File: src/rtl/ep_pkg.sv
// Shared definitions for the edge port interrupt unit: trigger encodings
// and the register offsets used by the bus decoder.
package ep_pkg;

    // Trigger field encoding, two bits per pin
    typedef enum logic [1:0] {
        TRIG_LEVEL = 2'b00,
        TRIG_RISE  = 2'b01,
        TRIG_FALL  = 2'b10,
        TRIG_BOTH  = 2'b11
    } trig_e;

    // Register offsets on the configuration bus
    localparam logic [2:0] OFF_TRIG = 3'd0;
    localparam logic [2:0] OFF_DIR  = 3'd1;
    localparam logic [2:0] OFF_EN   = 3'd2;
    localparam logic [2:0] OFF_DOUT = 3'd3;
    localparam logic [2:0] OFF_PIN  = 3'd4;
    localparam logic [2:0] OFF_FLAG = 3'd5;

endpackage

File: src/rtl/ep_sync.sv
// Multi-stage synchronizer for a vector of asynchronous pin inputs.
// Assumes each bit is independent; reset loads RST_VAL so that idle-high
// pins do not produce a false edge or level after reset.
module ep_sync #(
    parameter int            W       = 8,
    parameter int            STAGES  = 2,
    parameter logic [W-1:0]  RST_VAL = '1
) (
    input  logic         clk,
    input  logic         rst_n,
    input  logic [W-1:0] d,
    output logic [W-1:0] q
);

    logic [W-1:0] chain [STAGES];

    // First stage samples the raw asynchronous input
    always_ff @(posedge clk) begin
        if (!rst_n) chain[0] <= RST_VAL;
        else        chain[0] <= d;
    end

    // Remaining stages shift the sampled value along the chain
    for (genvar s = 1; s < STAGES; s++) begin : g_stage
        always_ff @(posedge clk) begin
            if (!rst_n) chain[s] <= RST_VAL;
            else        chain[s] <= chain[s-1];
        end
    end

    assign q = chain[STAGES-1];

endmodule

File: src/rtl/ep_regs.sv
// Register bank for the edge port: trigger modes, direction, enable and
// data-out storage, a write-1-to-clear strobe for the flags, and the
// combinational read mux. Assumes single-cycle write strobes.
module ep_regs
    import ep_pkg::*;
#(
    parameter int NPINS  = 8,
    parameter int ADDR_W = 3,
    localparam int TW    = 2 * NPINS
) (
    input  logic              clk,
    input  logic              rst_n,
    input  logic [ADDR_W-1:0] bus_addr,
    input  logic              bus_wr,
    input  logic [15:0]       bus_wdata,
    output logic [15:0]       bus_rdata,
    input  logic [NPINS-1:0]  pin_s,
    input  logic [NPINS-1:0]  flag_view,
    output logic [TW-1:0]     trig_q,
    output logic [NPINS-1:0]  dir_q,
    output logic [NPINS-1:0]  en_q,
    output logic [NPINS-1:0]  dout_q,
    output logic [NPINS-1:0]  flag_clr
);

    logic [2:0] off;
    assign off = 3'(bus_addr);

    // Configuration register writes
    always_ff @(posedge clk) begin
        if (!rst_n) begin
            trig_q <= '0;
            dir_q  <= '0;
            en_q   <= '0;
            dout_q <= '0;
        end else if (bus_wr) begin
            case (off)
                OFF_TRIG: trig_q <= bus_wdata[TW-1:0];
                OFF_DIR:  dir_q  <= bus_wdata[NPINS-1:0];
                OFF_EN:   en_q   <= bus_wdata[NPINS-1:0];
                OFF_DOUT: dout_q <= bus_wdata[NPINS-1:0];
                default: ;
            endcase
        end
    end

    // Clear strobe for the flags: written ones only
    always_comb begin
        flag_clr = '0;
        if (bus_wr && off == OFF_FLAG) flag_clr = bus_wdata[NPINS-1:0];
    end

    // Read mux, zero-extended to the bus width
    always_comb begin
        bus_rdata = '0;
        case (off)
            OFF_TRIG: bus_rdata[TW-1:0]    = trig_q;
            OFF_DIR:  bus_rdata[NPINS-1:0] = dir_q;
            OFF_EN:   bus_rdata[NPINS-1:0] = en_q;
            OFF_DOUT: bus_rdata[NPINS-1:0] = dout_q;
            OFF_PIN:  bus_rdata[NPINS-1:0] = pin_s;
            OFF_FLAG: bus_rdata[NPINS-1:0] = flag_view;
            default:  bus_rdata = '0;
        endcase
    end

endmodule

File: src/rtl/ep_detect.sv
// Per-pin trigger logic: edge detection against the previous synchronized
// value, latched edge flags with write-1 clear (a new event wins), and a
// non-latching low-level mirror. Assumes pin_s is already synchronized.
// Position 0 is reserved and never produces an event or level.
module ep_detect
    import ep_pkg::*;
#(
    parameter int NPINS = 8,
    localparam int TW   = 2 * NPINS
) (
    input  logic             clk,
    input  logic             rst_n,
    input  logic [NPINS-1:0] pin_s,
    input  logic [TW-1:0]    trig_q,
    input  logic [NPINS-1:0] dir_q,
    input  logic [NPINS-1:0] flag_clr,
    output logic [NPINS-1:0] edge_ev,
    output logic [NPINS-1:0] edge_flag,
    output logic [NPINS-1:0] flag_view
);

    logic [NPINS-1:0] prev_q;

    // Previous synchronized level, reset high to match idle pins
    always_ff @(posedge clk) begin
        if (!rst_n) prev_q <= '1;
        else        prev_q <= pin_s;
    end

    for (genvar i = 0; i < NPINS; i++) begin : g_pin
        localparam logic IS_SRC = (i != 0);
        trig_e mode;
        logic  rise, fall, active;

        assign mode   = trig_e'(trig_q[2*i +: 2]);
        assign rise   = pin_s[i] & ~prev_q[i];
        assign fall   = ~pin_s[i] & prev_q[i];
        assign active = IS_SRC & ~dir_q[i];

        // Event selection according to the trigger mode
        always_comb begin
            case (mode)
                TRIG_RISE: edge_ev[i] = active & rise;
                TRIG_FALL: edge_ev[i] = active & fall;
                TRIG_BOTH: edge_ev[i] = active & (rise | fall);
                default:   edge_ev[i] = 1'b0;
            endcase
        end

        // Latched edge flag: clear by write-1, a same-cycle event wins
        always_ff @(posedge clk) begin
            if (!rst_n)                  edge_flag[i] <= 1'b0;
            else if (mode == TRIG_LEVEL) edge_flag[i] <= 1'b0;
            else edge_flag[i] <= (edge_flag[i] & ~flag_clr[i]) | edge_ev[i];
        end

        // Visible flag: level mirror in level mode, latch otherwise
        assign flag_view[i] = (mode == TRIG_LEVEL) ? (active & ~pin_s[i])
                                                   : edge_flag[i];
    end

endmodule

File: src/rtl/ep_intr_port.sv
// Edge port interrupt unit top. Synchronizes the pins, detects the
// configured trigger per pin and drives one request per pin, gated by
// its enable bit. Assumes a single clock domain for the bus.
module ep_intr_port
    import ep_pkg::*;
#(
    parameter int NPINS  = 8,
    parameter int ADDR_W = 3
) (
    input  logic              clk,
    input  logic              rst_n,
    input  logic [NPINS-1:0]  pin_i,
    input  logic [ADDR_W-1:0] bus_addr,
    input  logic              bus_wr,
    input  logic [15:0]       bus_wdata,
    output logic [15:0]       bus_rdata,
    output logic [NPINS-1:0]  pad_out,
    output logic [NPINS-1:0]  pad_oe,
    output logic [NPINS-1:0]  irq_o
);

    localparam int TW = 2 * NPINS;

    logic [NPINS-1:0] pin_s;
    logic [TW-1:0]    trig_q;
    logic [NPINS-1:0] dir_q, en_q, dout_q, flag_clr;
    logic [NPINS-1:0] edge_ev, edge_flag, flag_view;

    ep_sync #(.W(NPINS), .STAGES(2), .RST_VAL('1)) u_sync (
        .clk   (clk),
        .rst_n (rst_n),
        .d     (pin_i),
        .q     (pin_s)
    );

    ep_regs #(.NPINS(NPINS), .ADDR_W(ADDR_W)) u_regs (
        .clk       (clk),
        .rst_n     (rst_n),
        .bus_addr  (bus_addr),
        .bus_wr    (bus_wr),
        .bus_wdata (bus_wdata),
        .bus_rdata (bus_rdata),
        .pin_s     (pin_s),
        .flag_view (flag_view),
        .trig_q    (trig_q),
        .dir_q     (dir_q),
        .en_q      (en_q),
        .dout_q    (dout_q),
        .flag_clr  (flag_clr)
    );

    ep_detect #(.NPINS(NPINS)) u_detect (
        .clk       (clk),
        .rst_n     (rst_n),
        .pin_s     (pin_s),
        .trig_q    (trig_q),
        .dir_q     (dir_q),
        .flag_clr  (flag_clr),
        .edge_ev   (edge_ev),
        .edge_flag (edge_flag),
        .flag_view (flag_view)
    );

    // Pad controls come straight from the registers; requests are gated
    assign pad_out = dout_q;
    assign pad_oe  = dir_q;
    assign irq_o   = flag_view & en_q;

endmodule

File: config.mk
export PLATFORM = sky130hd
export DESIGN_NAME = ep_intr_port
export DESIGN_NICKNAME = d
export VERILOG_FILES = /design/src/rtl/ep_pkg.sv /design/src/rtl/ep_sync.sv /design/src/rtl/ep_regs.sv /design/src/rtl/ep_detect.sv /design/src/rtl/ep_intr_port.sv
export SDC_FILE = /design/constraint.sdc
export NUM_CORES = 1
export LEC_CHECK = 0
export ABC_AREA = 1
export BUFFER_PORTS_ARGS = -buffer_cell sky130_fd_sc_hd__buf_2
export CAP_MARGIN = 20
export CELL_PAD_IN_SITES_DETAIL_PLACEMENT = 1
export CELL_PAD_IN_SITES_GLOBAL_PLACEMENT = 1
export CORE_ASPECT_RATIO = 2
export CORE_MARGIN = 8
export CORE_UTILIZATION = 35
export DETAILED_ROUTE_END_ITERATION = 8
export PLACE_DENSITY_LB_ADDON = 0.1
export SLEW_MARGIN = 20
export SYNTH_ARGS = -nofsm -noshare
export SYNTH_HDL_FRONTEND = slang
export SYNTH_SLANG_ARGS = --single-unit
File: constraint.sdc
create_clock -name clk -period 1.24 [get_ports clk]
set_input_delay 0.248 -clock clk [delete_from_list [all_inputs] [get_ports clk]]
set_output_delay 0.248 -clock clk [all_outputs]
set_load 0.03 [all_outputs]
==> impl_results.md <==
- Number of distinct library cells after synthesis: 26
- Number of sinks driven by the clock tree: 71
- Worst endpoint data arrival time: 1.31 ns
- Via count of the first global-routing pass: 4429
- Final HPWL DP: 10100 um
- Net Sw Frac: 0.263
- Post-route minimum period: 1.56 ns
- Period Utilization, post-route: 1.26
- Number of buffers created by CTS: 9
- Post-route ant nets: 0
- Placer's final routability congestion estimate: 0.819
- Final count of pins violating max slew: 0
- Max layer used: met4
- 1st-iter DRT viols: 141
- Antenna violations before repair: 0
- Internal power: 4.37 mW
- Hold WC Path Type: input pin to register
- Sequential share of the synthesized area: 0.408
- Portion of total power attributed to the clock network: 0.452
- Instance count of the mapped netlist: 503
- Fraction of layout instances using a drive strength above 1: 0.485
- Net Sw Power: 1.56 mW
- Final hold viol count: 0
- Post-synthesis net count: 547
- Clock tree from TritonCTS: done
- Standard-cell rows: 51
- Total Wirelength: 14200 um
- Violated checks: setup timing
- Top flip-flop cell by instance count after synthesis: sky130_fd_sc_hd__dfxtp_1
- GR Overflow Total: 0
- Critical Setup Path Class: register to output pin
- Nature of the critical path endpoint: output pin
- Number of vias after detailed routing: 3980
- Number of hold buffers added after CTS: 0
- Height of the die: 157 um
- Fmax: 642 MHz
- CTS clock-pin slew for the worst setup and hold paths: 0.06 ns
- Full die area: 13600 um2
- Total length of routed met2 wires: 8170 um
- Most frequent standard cell in the layout excluding fill and tap cells: sky130_fd_sc_hd__nand2_1
- Sequential fraction of design power: 0.403
- Number of I/O pins: 70
- Number of remaining DRC errors: 0
- Starting Density: 0.359
- Maximum clock path buffer count: 2
- Mean number of vias per cell: 5.03
- Worst setup SP type: register
- Skew-Pair Late Insertion Delay: 0.34 ns
- Critical Path RT: 0.99 ns
- Run status: finished with violations
- Netlist Area Pre-Place: 3480 um2
- Max Clock Skew: 0.00559 ns
- Maximum number of pins on one net before global-route repair: 32
- Number of H-tree levels: 3
- Commonest cells after routing, fill and taps aside: 95 x sky130_fd_sc_hd__nand2_1, 74 x sky130_fd_sc_hd__buf_4, 57 x sky130_fd_sc_hd__nor2_1
- Yosys warnings: 0
- Remaining max-slew budget at the tightest pin: 0.793
- Largest fanout on the critical path: 2
- Setup WS post-layout: -0.319 ns
- Transition time at the pin with the least slew margin: 0.309 ns
- Final setup violation count: 24
- Core region area: 9700 um2
- DR pass1 iterations: 4
- Max capacitance violation total: 0
- Worst-case vdd ir drop: 744 uV
- Syn_area_per_cell: 6.92 um2
- Detailed-routing wirelength on met1: 5020 um
- Buffers added on ports: 69
- Count of flip-flops with a built-in enable after synthesis: 0
- Total track usage: 0.214
- Relative contribution of combinational cells to total power: 0.145
- Global-route wire length before repair: 22300 um
- Die Width: 86.5 um
- Setup repair after global routing missed its margin: true
- Power density of the placed cells: 1040 nW/um2
- Synthesis-to-finish area growth: 64.1%
- Length of routed met3 wiring: 556 um
- Hold slack final: 0.0928 ns
- Number of nets in the finished design: 699
- Leakage power total: 2.59 nW
- Buffer type at the clock tree root: sky130_fd_sc_hd__clkbuf_16
- Fraction of registers with async set/reset: 0
- Number of antenna repair diodes: 0
- Worst slack at placement: -0.370 ns
- Post-DR wirelength/cell: 17.9 um
- Synthesis-stage register bit count: 71
routing by layer:
layer	global-route usage	vias to the layer above
li1	-	1915
met1	0.203	1942
met2	0.418	91
met3	0.0376	32
met4	0.105	0
met5	0	-
flip-flops by register name, summed over array words and instances (netlist names):
register            flops
u_regs.trig_q          16
u_detect.edge_flag      8
u_regs.dout_q           8
u_regs.dir_q            8
u_detect.prev_q         7
u_regs.en_q             8
u_sync.chain           16
timing repair:
| item | in CTS | in global routing |
|---|---|---|
| cloned | 1 | 0 |
| setup endpoints to repair | 30 | 35 |
| pin swaps | 28 | 31 |
| gates resized for setup | 148 | 57 |
| buffers inserted | 11 | 7 |
per-stage QoR:
| stage | cells | power [mW] | utilization | cell area [um2] | TNS [ns] |
|---|---|---|---|---|---|
| floorplan | 503 | 2.82 | - | 3650 | -0.0588 |
| global placement | 757 | 3.14 | 0.479 | 4640 | -9.49 |
| detailed placement | 757 | 3.17 | 0.479 | 4640 | -12.24 |
| CTS | 785 | 5.92 | 0.564 | 5470 | -5.72 |
| global route | 792 | 6.16 | 0.589 | 5710 | -6.81 |
| finish | 792 | 5.94 | 0.589 | 5710 | -5.56 |
power groups by stage:
stage               sequential, mW  clock, mW  combinational [mW]
global placement              2.44          0               0.701
finish                        2.39       2.68               0.860
CTS                           2.40       2.70               0.824
floorplan                     2.47          0               0.352
global route                  2.40       2.84               0.929
detailed placement            2.45          0               0.720
logic make-up after synthesis:
kind of cell    Yosys count  share of synthesized area
fa+ha+maj                14                     0.0503
compound gates           73                      0.114
buf+inv                  65                     0.0776
simple gates            280                      0.350
flops                    71                      0.408
critical path: stages (launching register included):
cell	delay (ns)
sky130_fd_sc_hd__dfxtp_2	0.35
sky130_fd_sc_hd__nor2_4	0.05
sky130_fd_sc_hd__buf_6	0.10
sky130_fd_sc_hd__o211ai_1	0.23
sky130_fd_sc_hd__nand3_4	0.09
sky130_fd_sc_hd__buf_6	0.15
area by class of cell:
class / count / area, um2
clock buffers: 11 / 253
fillers: 1216 / 3990
well taps: 132 / 165
inverters: 48 / 193
multi-input cells: 367 / 2180
flip-flops and latches: 71 / 1490
clock inverters: 5 / 56.3
repair buffers: 158 / 1370
Yosys cell counts, types with 3 or more instances:
cell type / count / area [um2]
sky130_fd_sc_hd__inv_1: 43 / 161
sky130_fd_sc_hd__clkbuf_1: 7 / 26.3
sky130_fd_sc_hd__or2_2: 16 / 100
sky130_fd_sc_hd__o21ai_0: 27 / 135
sky130_fd_sc_hd__nor2_2: 3 / 18.8
sky130_fd_sc_hd__nand3_1: 50 / 250
sky130_fd_sc_hd__dfxtp_1: 71 / 1420
sky130_fd_sc_hd__buf_4: 3 / 22.5
sky130_fd_sc_hd__inv_2: 4 / 15.0
sky130_fd_sc_hd__a21oi_1: 37 / 185
sky130_fd_sc_hd__ha_1: 14 / 175
sky130_fd_sc_hd__and2_1: 4 / 25.0
sky130_fd_sc_hd__nor2_1: 80 / 300
sky130_fd_sc_hd__buf_2: 6 / 30.0
sky130_fd_sc_hd__nand2_1: 120 / 450
sky130_fd_sc_hd__o211ai_1: 3 / 22.5
sky130_fd_sc_hd__o211a_1: 3 / 30.0
path summary, 6_finish.rpt:
check	from	to	slack, ns	cells past startpoint
setup / recovery	u_regs.trig_q[12]$_SDFFE_PN0P_	bus_rdata[6]	-0.32	5
hold / removal	pin_i[4]	u_sync.chain[0][4]$_SDFF_PN1_	0.09	2
setup reg to reg	u_sync.chain[1][1]$_SDFF_PN1_	u_detect.edge_flag[1]$_SDFF_PP0_	0.06	7
hold reg to reg	u_sync.chain[0][2]$_SDFF_PN1_	u_sync.chain[1][2]$_SDFF_PN1_	0.41	1
(Power assumes the default switching activity.)
